$ cat src/rtl/sdhc_c2_pkg.sv
package sdhc_c2_pkg;
  localparam int UHS_W = 3;
  localparam int DRV_W = 2;
  localparam int N_UHS = 5;

  typedef enum logic [UHS_W-1:0] {
    UHS_SDR12  = 3'd0,
    UHS_SDR25  = 3'd1,
    UHS_SDR50  = 3'd2,
    UHS_SDR104 = 3'd3,
    UHS_DDR50  = 3'd4
  } uhs_mode_e;

  typedef enum logic [DRV_W-1:0] {
    DRV_B = 2'd0,
    DRV_A = 2'd1,
    DRV_C = 2'd2,
    DRV_D = 2'd3
  } drv_e;

  // bit positions the read/write word depends on
  localparam int B_PV   = 15;
  localparam int B_AI   = 14;
  localparam int B_SMP  = 7;
  localparam int B_TUNE = 6;
  localparam int B_DRV  = 4;
  localparam int B_V18  = 3;

  typedef struct packed {
    logic             pv_en;
    logic             aint_en;
    logic             smp_tuned;
    logic             tune_run;
    logic [DRV_W-1:0] drv;
    logic             sig_1v8;
    logic [UHS_W-1:0] uhs;
  } c2_view_t;

  function automatic logic uhs_code_ok(input logic [UHS_W-1:0] c);
    return c <= UHS_DDR50;
  endfunction

  function automatic logic [15:0] c2_pack(input c2_view_t v);
    return {v.pv_en, v.aint_en, 6'b000000, v.smp_tuned, v.tune_run,
            v.drv, v.sig_1v8, v.uhs};
  endfunction
endpackage

$ cat src/rtl/sdhc_c2_tune.sv
module sdhc_c2_tune (
  input  logic clk,
  input  logic rst_n,
  input  logic wr_en,
  input  logic wr_exec,
  input  logic wr_smp,
  input  logic busy,
  input  logic tune_done,
  input  logic tune_pass,
  output logic tune_run,
  output logic smp_tuned,
  output logic start_pls,
  output logic abort_pls,
  output logic trst_pls
);
  logic run_q, smp_q, start_q, abort_q, trst_q;

  // named internal events
  logic done_acc, sw_start, sw_abort, sw_smp_clr, sw_trst;

  assign done_acc   = tune_done & run_q;
  assign sw_start   = wr_en & wr_exec & ~run_q & ~done_acc;
  assign sw_abort   = wr_en & ~wr_exec & run_q & ~done_acc;
  assign sw_trst    = wr_en & ~wr_smp & ~busy & ~done_acc;
  assign sw_smp_clr = sw_trst | (sw_start & ~busy);

  always_ff @(posedge clk or negedge rst_n) begin
    if (!rst_n) begin
      run_q   <= 1'b0;
      smp_q   <= 1'b0;
      start_q <= 1'b0;
      abort_q <= 1'b0;
      trst_q  <= 1'b0;
    end else begin
      start_q <= sw_start;
      abort_q <= sw_abort;
      trst_q  <= sw_trst;
      if (done_acc) begin
        run_q <= 1'b0;
        smp_q <= tune_pass;
      end else begin
        if (sw_start) run_q <= 1'b1;
        else if (sw_abort) run_q <= 1'b0;
        if (sw_smp_clr) smp_q <= 1'b0;
      end
    end
  end

  assign tune_run  = run_q;
  assign smp_tuned = smp_q;
  assign start_pls = start_q;
  assign abort_pls = abort_q;
  assign trst_pls  = trst_q;

  p_start_edge_r3: assert property (@(posedge clk) disable iff (!rst_n)
    start_q |-> (run_q && !$past(run_q)));
  p_start_single_r3: assert property (@(posedge clk) disable iff (!rst_n)
    start_q |=> !start_q);
  p_done_load_r4: assert property (@(posedge clk) disable iff (!rst_n)
    done_acc |=> (!run_q && smp_q == $past(tune_pass)));
  p_abort_single_r5: assert property (@(posedge clk) disable iff (!rst_n)
    abort_q |=> !abort_q);
  p_no_sw_set_r6: assert property (@(posedge clk) disable iff (!rst_n)
    $rose(smp_q) |-> $past(done_acc));
  p_busy_hold_r7: assert property (@(posedge clk) disable iff (!rst_n)
    (busy && !done_acc) |=> $stable(smp_q));
endmodule

$ cat src/rtl/sdhc_c2_sel.sv
module sdhc_c2_sel
  import sdhc_c2_pkg::*;
#(
  parameter int DIV_W    = 10,
  parameter int N_PRESET = 5,
  localparam int PW      = DIV_W + 3,
  localparam int BANK_W  = N_PRESET * PW
) (
  input  logic             pv_en,
  input  logic [UHS_W-1:0] uhs,
  input  logic             sig_1v8,
  input  logic             ddr_mode,
  input  logic [DRV_W-1:0] usr_drv,
  input  logic [DIV_W-1:0] usr_div,
  input  logic             usr_gen,
  input  logic [BANK_W-1:0] bank,
  output logic [DRV_W-1:0] eff_drv,
  output logic [DIV_W-1:0] eff_div,
  output logic             eff_gen,
  output logic             uhs_active,
  output logic [UHS_W-1:0] eff_uhs,
  output logic             preset_hit
);
  logic [DIV_W-1:0] ent_div [N_PRESET];
  logic             ent_gen [N_PRESET];
  logic [DRV_W-1:0] ent_drv [N_PRESET];

  for (genvar k = 0; k < N_PRESET; k++) begin : g_ent
    assign ent_div[k] = bank[k*PW +: DIV_W];
    assign ent_gen[k] = bank[k*PW + DIV_W];
    assign ent_drv[k] = bank[k*PW + DIV_W + 1 +: DRV_W];
  end

  logic [DIV_W-1:0] p_div;
  logic             p_gen;
  logic [DRV_W-1:0] p_drv;
  logic             p_any;

  always_comb begin
    p_div = '0;
    p_gen = 1'b0;
    p_drv = DRV_B;
    p_any = 1'b0;
    for (int k = 0; k < N_PRESET; k++) begin
      if (int'(uhs) == k) begin
        p_div = ent_div[k];
        p_gen = ent_gen[k];
        p_drv = ent_drv[k];
        p_any = 1'b1;
      end
    end
  end

  assign preset_hit = pv_en & p_any & uhs_code_ok(uhs);
  assign eff_div    = preset_hit ? p_div : usr_div;
  assign eff_gen    = preset_hit ? p_gen : usr_gen;
  assign eff_drv    = !sig_1v8 ? DRV_B : (preset_hit ? p_drv : usr_drv);
  assign uhs_active = sig_1v8 & ~ddr_mode & uhs_code_ok(uhs);
  assign eff_uhs    = uhs_active ? uhs : UHS_SDR12;
endmodule

$ cat src/rtl/sdhc_c2_sig.sv
module sdhc_c2_sig (
  input  logic clk,
  input  logic rst_n,
  input  logic wr_en,
  input  logic wr_v18,
  output logic v18,
  output logic up_pls,
  output logic dn_pls
);
  logic v18_q, up_q, dn_q, v18_nx;

  assign v18_nx = wr_en ? wr_v18 : v18_q;

  always_ff @(posedge clk or negedge rst_n) begin
    if (!rst_n) begin
      v18_q <= 1'b0;
      up_q  <= 1'b0;
      dn_q  <= 1'b0;
    end else begin
      v18_q <= v18_nx;
      up_q  <= v18_nx & ~v18_q;
      dn_q  <= ~v18_nx & v18_q;
    end
  end

  assign v18    = v18_q;
  assign up_pls = up_q;
  assign dn_pls = dn_q;

  p_up_edge_r12: assert property (@(posedge clk) disable iff (!rst_n)
    up_q |-> (v18_q && !$past(v18_q)));
  p_dn_edge_r12: assert property (@(posedge clk) disable iff (!rst_n)
    dn_q |-> (!v18_q && $past(v18_q)));
endmodule

$ cat src/rtl/sdhc_ctrl2_reg.sv
module sdhc_ctrl2_reg
  import sdhc_c2_pkg::*;
#(
  parameter int DIV_W    = 10,
  parameter int N_PRESET = 5,
  localparam int BANK_W  = N_PRESET * (DIV_W + 3)
) (
  input  logic              clk,
  input  logic              rst_n,
  input  logic              wr_en,
  input  logic [15:0]       wr_data,
  output logic [15:0]       rd_data,
  input  logic              ddr_mode,
  input  logic              resp_busy,
  input  logic              rdata_busy,
  input  logic [DIV_W-1:0]  usr_clk_div,
  input  logic              usr_clk_gen,
  input  logic [BANK_W-1:0] preset_bank,
  output logic              tune_start,
  output logic              tune_abort,
  input  logic              tune_done,
  input  logic              tune_pass,
  output logic              tuner_rst,
  output logic [1:0]        eff_drv,
  output logic [DIV_W-1:0]  eff_clk_div,
  output logic              eff_clk_gen,
  output logic              uhs_active,
  output logic [2:0]        eff_uhs_mode,
  output logic              volt_1v8,
  output logic              vsw_up,
  output logic              vsw_down,
  output logic              async_irq_en
);
  logic             pv_q, ai_q;
  logic [DRV_W-1:0] drv_q;
  logic [UHS_W-1:0] uhs_q;
  logic             busy, run, smp, v18, hit;

  assign busy = resp_busy | rdata_busy;

  always_ff @(posedge clk or negedge rst_n) begin
    if (!rst_n) begin
      pv_q  <= 1'b0;
      ai_q  <= 1'b0;
      drv_q <= DRV_B;
      uhs_q <= UHS_SDR12;
    end else if (wr_en) begin
      pv_q  <= wr_data[B_PV];
      ai_q  <= wr_data[B_AI];
      drv_q <= wr_data[B_DRV +: DRV_W];
      uhs_q <= wr_data[UHS_W-1:0];
    end
  end

  sdhc_c2_tune u_tune (
    .clk       (clk),
    .rst_n     (rst_n),
    .wr_en     (wr_en),
    .wr_exec   (wr_data[B_TUNE]),
    .wr_smp    (wr_data[B_SMP]),
    .busy      (busy),
    .tune_done (tune_done),
    .tune_pass (tune_pass),
    .tune_run  (run),
    .smp_tuned (smp),
    .start_pls (tune_start),
    .abort_pls (tune_abort),
    .trst_pls  (tuner_rst)
  );

  sdhc_c2_sig u_sig (
    .clk    (clk),
    .rst_n  (rst_n),
    .wr_en  (wr_en),
    .wr_v18 (wr_data[B_V18]),
    .v18    (v18),
    .up_pls (vsw_up),
    .dn_pls (vsw_down)
  );

  sdhc_c2_sel #(.DIV_W(DIV_W), .N_PRESET(N_PRESET)) u_sel (
    .pv_en      (pv_q),
    .uhs        (uhs_q),
    .sig_1v8    (v18),
    .ddr_mode   (ddr_mode),
    .usr_drv    (drv_q),
    .usr_div    (usr_clk_div),
    .usr_gen    (usr_clk_gen),
    .bank       (preset_bank),
    .eff_drv    (eff_drv),
    .eff_div    (eff_clk_div),
    .eff_gen    (eff_clk_gen),
    .uhs_active (uhs_active),
    .eff_uhs    (eff_uhs_mode),
    .preset_hit (hit)
  );

  c2_view_t view;
  always_comb begin
    view.pv_en     = pv_q;
    view.aint_en   = ai_q;
    view.smp_tuned = smp;
    view.tune_run  = run;
    view.drv       = drv_q;
    view.sig_1v8   = v18;
    view.uhs       = uhs_q;
  end

  assign rd_data      = c2_pack(view);
  assign volt_1v8     = v18;
  assign async_irq_en = ai_q;

  p_drv_typeb_3v3_r10: assert property (@(posedge clk) disable iff (!rst_n)
    !rd_data[B_V18] |-> eff_drv == DRV_B);
  p_uhs_gate_r11: assert property (@(posedge clk) disable iff (!rst_n)
    uhs_active |-> (rd_data[B_V18] && !ddr_mode && rd_data[2:0] <= 3'd4));
  p_user_path_r9: assert property (@(posedge clk) disable iff (!rst_n)
    (rd_data[2:0] > 3'd4 || !rd_data[B_PV]) |->
      (eff_clk_div == usr_clk_div && eff_clk_gen == usr_clk_gen));
  p_hit_needs_pv_r8: assert property (@(posedge clk) disable iff (!rst_n)
    hit |-> rd_data[B_PV]);
endmodule

$ cat config.mk
export PLATFORM = sky130hd
export DESIGN_NAME = sdhc_ctrl2_reg
export DESIGN_NICKNAME = d
export VERILOG_FILES = /design/src/rtl/sdhc_c2_pkg.sv /design/src/rtl/sdhc_c2_tune.sv /design/src/rtl/sdhc_c2_sel.sv /design/src/rtl/sdhc_c2_sig.sv /design/src/rtl/sdhc_ctrl2_reg.sv
export SDC_FILE = /design/constraint.sdc
export NUM_CORES = 1
export LEC_CHECK = 0
export ABC_CLOCK_PERIOD_IN_PS = 1700
export BUFFER_PORTS_ARGS = -buffer_cell sky130_fd_sc_hd__buf_2
export CAP_MARGIN = 20
export CORE_MARGIN = 8
export CORE_UTILIZATION = 30
export CTS_CLUSTER_DIAMETER = 100
export DETAILED_ROUTE_END_ITERATION = 12
export GPL_ROUTABILITY_DRIVEN = 0
export MAX_ROUTING_LAYER = met4
export PLACE_DENSITY = 0.66
export SETUP_SLACK_MARGIN = 0.5
export SLEW_MARGIN = 25
export SYNTH_ARGS = -nofsm -noshare
export SYNTH_HDL_FRONTEND = slang
export SYNTH_HIERARCHICAL = 1
export SYNTH_SLANG_ARGS = --single-unit
$ cat constraint.sdc
create_clock -name clk -period 1.7 [get_ports clk]
set_clock_uncertainty 0.2 [all_clocks]
set_input_delay 0.17 -clock clk [delete_from_list [all_inputs] [get_ports clk]]
set_output_delay 0.17 -clock clk [all_outputs]
set_load 0.03 [all_outputs]
# [Word-level counts from Yosys, hierarchy flattened]
# Index checks and enable logic that the tools add are counted.
[classes] n_addsub=0 n_eq_ne=4 mul=0 div_mod_pow=0 bitwise_logic=27 n_reduce_logical=3 shifts=0 n_lt_le_gt_ge=1 muxes=31
[op_table] cell="10-bit 2-to-1 mux" n=6
[op_table] cell="1-bit bitwise AND" n=17
[op_table] cell="1-bit 2-to-1 mux" n=17
[op_table] cell="2-bit 2-to-1 mux" n=7
[op_table] cell="3-bit equality test (second input constant)" n=3
[op_table] cell="1-bit inverter" n=8
[op_table] cell="3-bit by 2-bit equality test with 1-bit output (second input constant)" n=1
[op_table] cell="3-bit less-or-equal comparator (second input constant)" n=1
[op_table] cell="3-bit zero test" n=1
[op_table] cell="3-bit 2-to-1 mux" n=1
[op_table] cell="3-bit nonzero test" n=1
[op_table] cell="1-bit bitwise OR" n=2
[op_table] cell="2-bit nonzero test" n=1
[word_totals] n_memories=0 wordCells=78 latch_bits=0 out_inout_bits=40 ramBits=0 rom_bits=0 reg_bits=15

# [Depth between registers and ports, before layout]
[logic_depth] word_depth=10 mapped_depth=7

# [Cells and area by module]
# Netlist, hierarchy kept.
[by_module_without_submodules] mod="sdhc_c2_sel" cells_each=130 area_each_um2=825.8 n_inst=1
[by_module_without_submodules] mod="sdhc_ctrl2_reg" cells_each=28 area_each_um2=384.1 n_inst=1
[by_module_without_submodules] mod="sdhc_c2_tune" cells_each=17 area_each_um2=207.7 n_inst=1
[by_module_without_submodules] mod="sdhc_c2_sig" cells_each=6 area_each_um2=110.1 n_inst=1

# [Worst setup path before layout]
# No wires, ideal clock.
[synth_timing] kind="flip-flop to output port" start="register uhs_q[2]" end="output eff_drv[0]" t_arrival_ns=1.684 t_required_ns=1.330 path_stages_with_launch=5 n_path_buf=2 setup_slack_ns=-0.354 path_cell_list="dfrtp_1 buf_4 buf_2 a21boi_0 a41oi_1"
[synth_via] elab_chain_len=10 elab_cells_between_ends=20
[synth_rtl] element="start, declared" line_no="sdhc_ctrl2_reg.sv:36" source="logic [UHS_W-1:0] uhs_q;"
[synth_rtl] element="start signal, assigned" line_no="sdhc_ctrl2_reg.sv:51" source="uhs_q <= wr_data[UHS_W-1:0];"
[synth_rtl] element="3-bit zero test" line_no="sdhc_c2_sel.sv:45" source="if (int'(uhs) == k) begin"
[synth_rtl] element="1-bit 2-to-1 mux (5 in a row)" line_no="sdhc_c2_sel.sv:45"
[synth_rtl] element="1-bit bitwise AND (2 in a row)" line_no="sdhc_c2_sel.sv:54" source="assign preset_hit = pv_en & p_any & uhs_code_ok(uhs);"
[synth_rtl] element="2-bit 2-to-1 mux (*) (2 in a row)" line_no="sdhc_c2_sel.sv:57" source="assign eff_drv = !sig_1v8 ? DRV_B : (preset_hit ? p_drv : usr_drv);"
[synth_rtl] element="end, declared" line_no="sdhc_ctrl2_reg.sv:24" source="output logic [1:0] eff_drv,"
# Every way passes the cells marked *; elsewhere a longest branch is shown, timed or not.

# [Worst setup path in the final report]
[layout_timing] start="register uhs_q[1]" end="output eff_drv[1]"
# The elaborated chain is that of the path after synthesis.

==> results <==
- The run finished, with violations left.
- The final reports fail on negative setup slack.
- The category of the worst setup path launch point is a flip-flop.
- The layout filler cell count is about 400.
- The synthesized instance count is 181.
- The first routing iteration left 58 violations.
- The signal on the critical path passes through buf_12 > mux2_4 > o21ai_2 > a41oi_2 > buf_6.
- The area of the mapped netlist is 1530 µm².
- The tool flagged a number of max-cap violations equal to 0.
- The average detailed-routed wire length per instance is 17.2 µm.
- The peak supply drop is between 0.0004 and 0.0005 V.
- After synthesis, the cell types taking the most area are sky130_fd_sc_hd__dfrtp_1 (25%), sky130_fd_sc_hd__mux2_2 (8.1%), sky130_fd_sc_hd__nand4bb_1 (8.1%), sky130_fd_sc_hd__mux2_4 (7.9%), sky130_fd_sc_hd__o21ai_1 (7.5%).
- The initial core utilization is 30.5%.
- During synthesis, Yosys emitted a total of 6 warnings.
- The number of levels in the clock H-tree is 1.
- For this run, design rule violations remaining after detail routing come to 0.
- Cells with a size suffix above 1 make up approximately 74% of the layout.
- The number of hold violations in the final report is 0.
- The worst reg-to-reg setup slack is 0.43 ns.
- Setup repair after global routing could not meet its margin everywhere.
- The data arrival time of the critical path is 1.65 ns.
- The via count is 2014.
- The stage delay of the slowest cell on the critical path is 0.49 ns.
- The via count of the first global-routing pass is around 2200.
- After layout, the minimum clock period comes to 2.02 ns.
- The source-to-sink clock delay at the later pin of the worst-skew pair is 0.25 ns.
- For this run, the post-layout net count is 441.
- The post-detailed-route count of antenna-violating nets is 0.
- The clock sink total is 15.
- Across every metal layer, demand over resource in global routing totals 17.6%.
- The first global-routing pass estimated 10500 µm of wire.
- The number of pins with negative max-slew slack in the final report was 0.
- Clock-pin slew was measured on the worst setup and hold paths at 0.06 ns.
- The total iterations of the first detailed-routing run is 4.
- Setup slack on the critical path of the routed design comes to -0.319 ns.
- For the worst setup path, the data required time is 1.33 ns.
- Averaged over all synthesized cells, the footprint is ~8.4 µm².
- The synthesized flop and latch total is 15.
- From bottom edge to top edge, the die measures 87.4 µm.
- Input and output buffers added on the ports amount to roughly 130.
- The top fanout value on the critical path is 8.
- The largest net degree at the start of global routing is 19.
- The root buffer cell is sky130_fd_sc_hd__clkbuf_8.
- The maximum number of buffers from clock root to sink is 2.
- The library cell contributing the largest single delay on the critical path is sky130_fd_sc_hd__dfrtp_2.
- The die covers 7630 µm².
- The repair_antennas step left the layout with diodes totalling 0.
- Yosys mapped a number of flops with a built-in enable equal to 0.
- The final global-route overflow total is 0.
- In the finished design, the share of the clock period the worst path needs comes to 119%.
- After synthesis, flip-flops and latches occupy between 20% and 30% of the total area.
- The count of distinct cell types in the synthesized netlist is 35.
- The placeable core area is around 5000 µm².
- Setup violations remaining at the end of the flow were counted as 17.
- The via density per instance is 4.91.
- Timing analysis after detailed placement gives a worst setup slack of -0.230 ns.
- Hold is met by 0.0286 ns.
- Power spread over the standard cell area amounts to roughly 640 nW/µm².
- After floorplanning, the core was divided into 26 placement rows.
- The number of buffers added by the clock tree synthesis step is 3.
- The fraction of synthesized cell area taken by the top area cell type is between 20% and 30%.
- TritonCTS built the clock tree.
- For this run, the leading register cell type out of synthesis is sky130_fd_sc_hd__dfrtp_1.
- The horizontal die dimension is ~87 µm.
- The kind of critical path is flip-flop to output pin.
- The total length of routed wires is 7060 µm.
- Summed over all cells, the static leakage comes to 1.57 nW.
- The path type of the worst min-delay path is input pin to flip-flop.
- The critical path capture point type is an output pin.
- The fmax is 0.495 GHz.
- The cell with the most instances after synthesis is sky130_fd_sc_hd__o21ai_1.
- The setup TNS is -4.27 ns.
- The final HPWL from detailed placement is 4830 µm.
- Of all cell types, the one taking the most synthesized area is sky130_fd_sc_hd__dfrtp_1.
- 140 I/O pins were placed.
- The number of antenna violations at the first check in global routing is 0.
- The area growth from synthesis to layout is 118%.
- The share of flip-flops with an asynchronous set or reset after synthesis is 100%.
- Sorting the synthesized cells by how often they occur yields sky130_fd_sc_hd__o21ai_1 (23), sky130_fd_sc_hd__o21ai_0 (16), sky130_fd_sc_hd__dfrtp_1 (15).
## worst paths after layout
| kind | from | to | cells after the start |
|---|---|---|---|
| min in group asynchronous | rst_n | pv_q$_DFFE_PN0P_ | 2 |
| min | tune_done | u_tune/smp_tuned$_DFFE_PN0P_ | 3 |
| max reg2reg | uhs_q[2]$_DFFE_PN0P_ | uhs_q[2]$_DFFE_PN0P_ | 3 |
| max in group asynchronous | rst_n | u_sig/v18$_DFF_PN0_ | 2 |
| max | uhs_q[1]$_DFFE_PN0P_ | eff_drv[1] | 5 |
| min reg2reg | u_tune/tune_run$_DFFE_PN0P_ | u_tune/trst_pls$_DFF_PN0_ | 1 |
## kinds of logic after synthesis
family                 Yosys count  synth area share (%)
AOI/OAI and AO/OA               61                  21.7
buffers and inverters           26                  12.6
DFF                             15                  24.6
muxes                           21                  17.4
other                            1                 0.245
and+or+nand+nor                 57                  23.4
## cell usage in the layout, fill, tap and decap left out, drive strengths merged, types with 3 or more instances in the layout
cell / n
nand4bb: 11
nand2: 15
dlygate4sd3: 13
conb: 6
o21ai: 40
clkbuf: 6
nand2b: 4
a21oi: 14
nand3: 3
mux2: 21
buf: 160
nor2: 14
dfrtp: 15
## sequential cells by signal, indices dropped and copies added, names as in the netlist
name / flops
u_sig/dn_pls: 1
u_sig/up_pls: 1
drv_q: 2
u_tune/trst_pls: 1
u_tune/abort_pls: 1
async_irq_en: 1
u_tune/start_pls: 1
u_sig/v18: 1
pv_q: 1
uhs_q: 3
u_tune/smp_tuned: 1
u_tune/tune_run: 1
## power by group
group	internal, W	total (W)	switching [W]	leakage, nW
Clock	0.000166	0.000289	0.000123	0.0228
Combinational	0.000700	0.00140	0.000698	1.36
Sequential	0.000391	0.000433	0.0000425	0.181
Total	0.00126	0.00212	0.000863	1.57
## layer usage
| metal | up-vias | track usage [%] | routed length [µm] |
|---|---|---|---|
| li1 | 958 | - | - |
| met1 | 978 | 18.7 | 2790 |
| met2 | 72 | 32.3 | 3810 |
| met3 | 6 | 3.49 | 396 |
| met4 | 0 | 4.22 | 53 |
| met5 | - | - | 0 |
## critical path, delay by kind of cell, from the launching register on
family,cells,cell delay (ns)
multiplexers,1,0.29
AO/OA/AOI/OAI,2,0.28
flip-flops,1,0.49
buffers and inverters,2,0.33
## through the flow
stage	utilization (%)	total power, W	std cells	cell area, µm²
detailed placement	49.4	0.00141	378	2470
global placement	49.4	0.00140	378	2470
floorplan	-	0.00113	186	1790
finish	66.5	0.00212	410	3330
global route	66.5	0.00222	410	3330
CTS	63.3	0.00203	405	3170
## cell type report
cell class              count  area (µm²)  share of cell area, %
clock buffers               4        45.0                   1.35
inverters                   1        6.26                  0.188
multi-input cells         145        1440                   43.2
flip-flops and latches     15         382                   11.5
well taps                  70        87.6                   2.63
repair buffers            175        1370                   41.2
## repair_timing
item	4_1_cts	5_1_grt
hold endpoints to repair	28	0
pin swaps	18	9
hold buffers	13	0
setup endpoints to repair	29	33
setup buffers	9	4
cloned	1	1
resized for setup	118	28
Power figures use the tool's default switching activity.
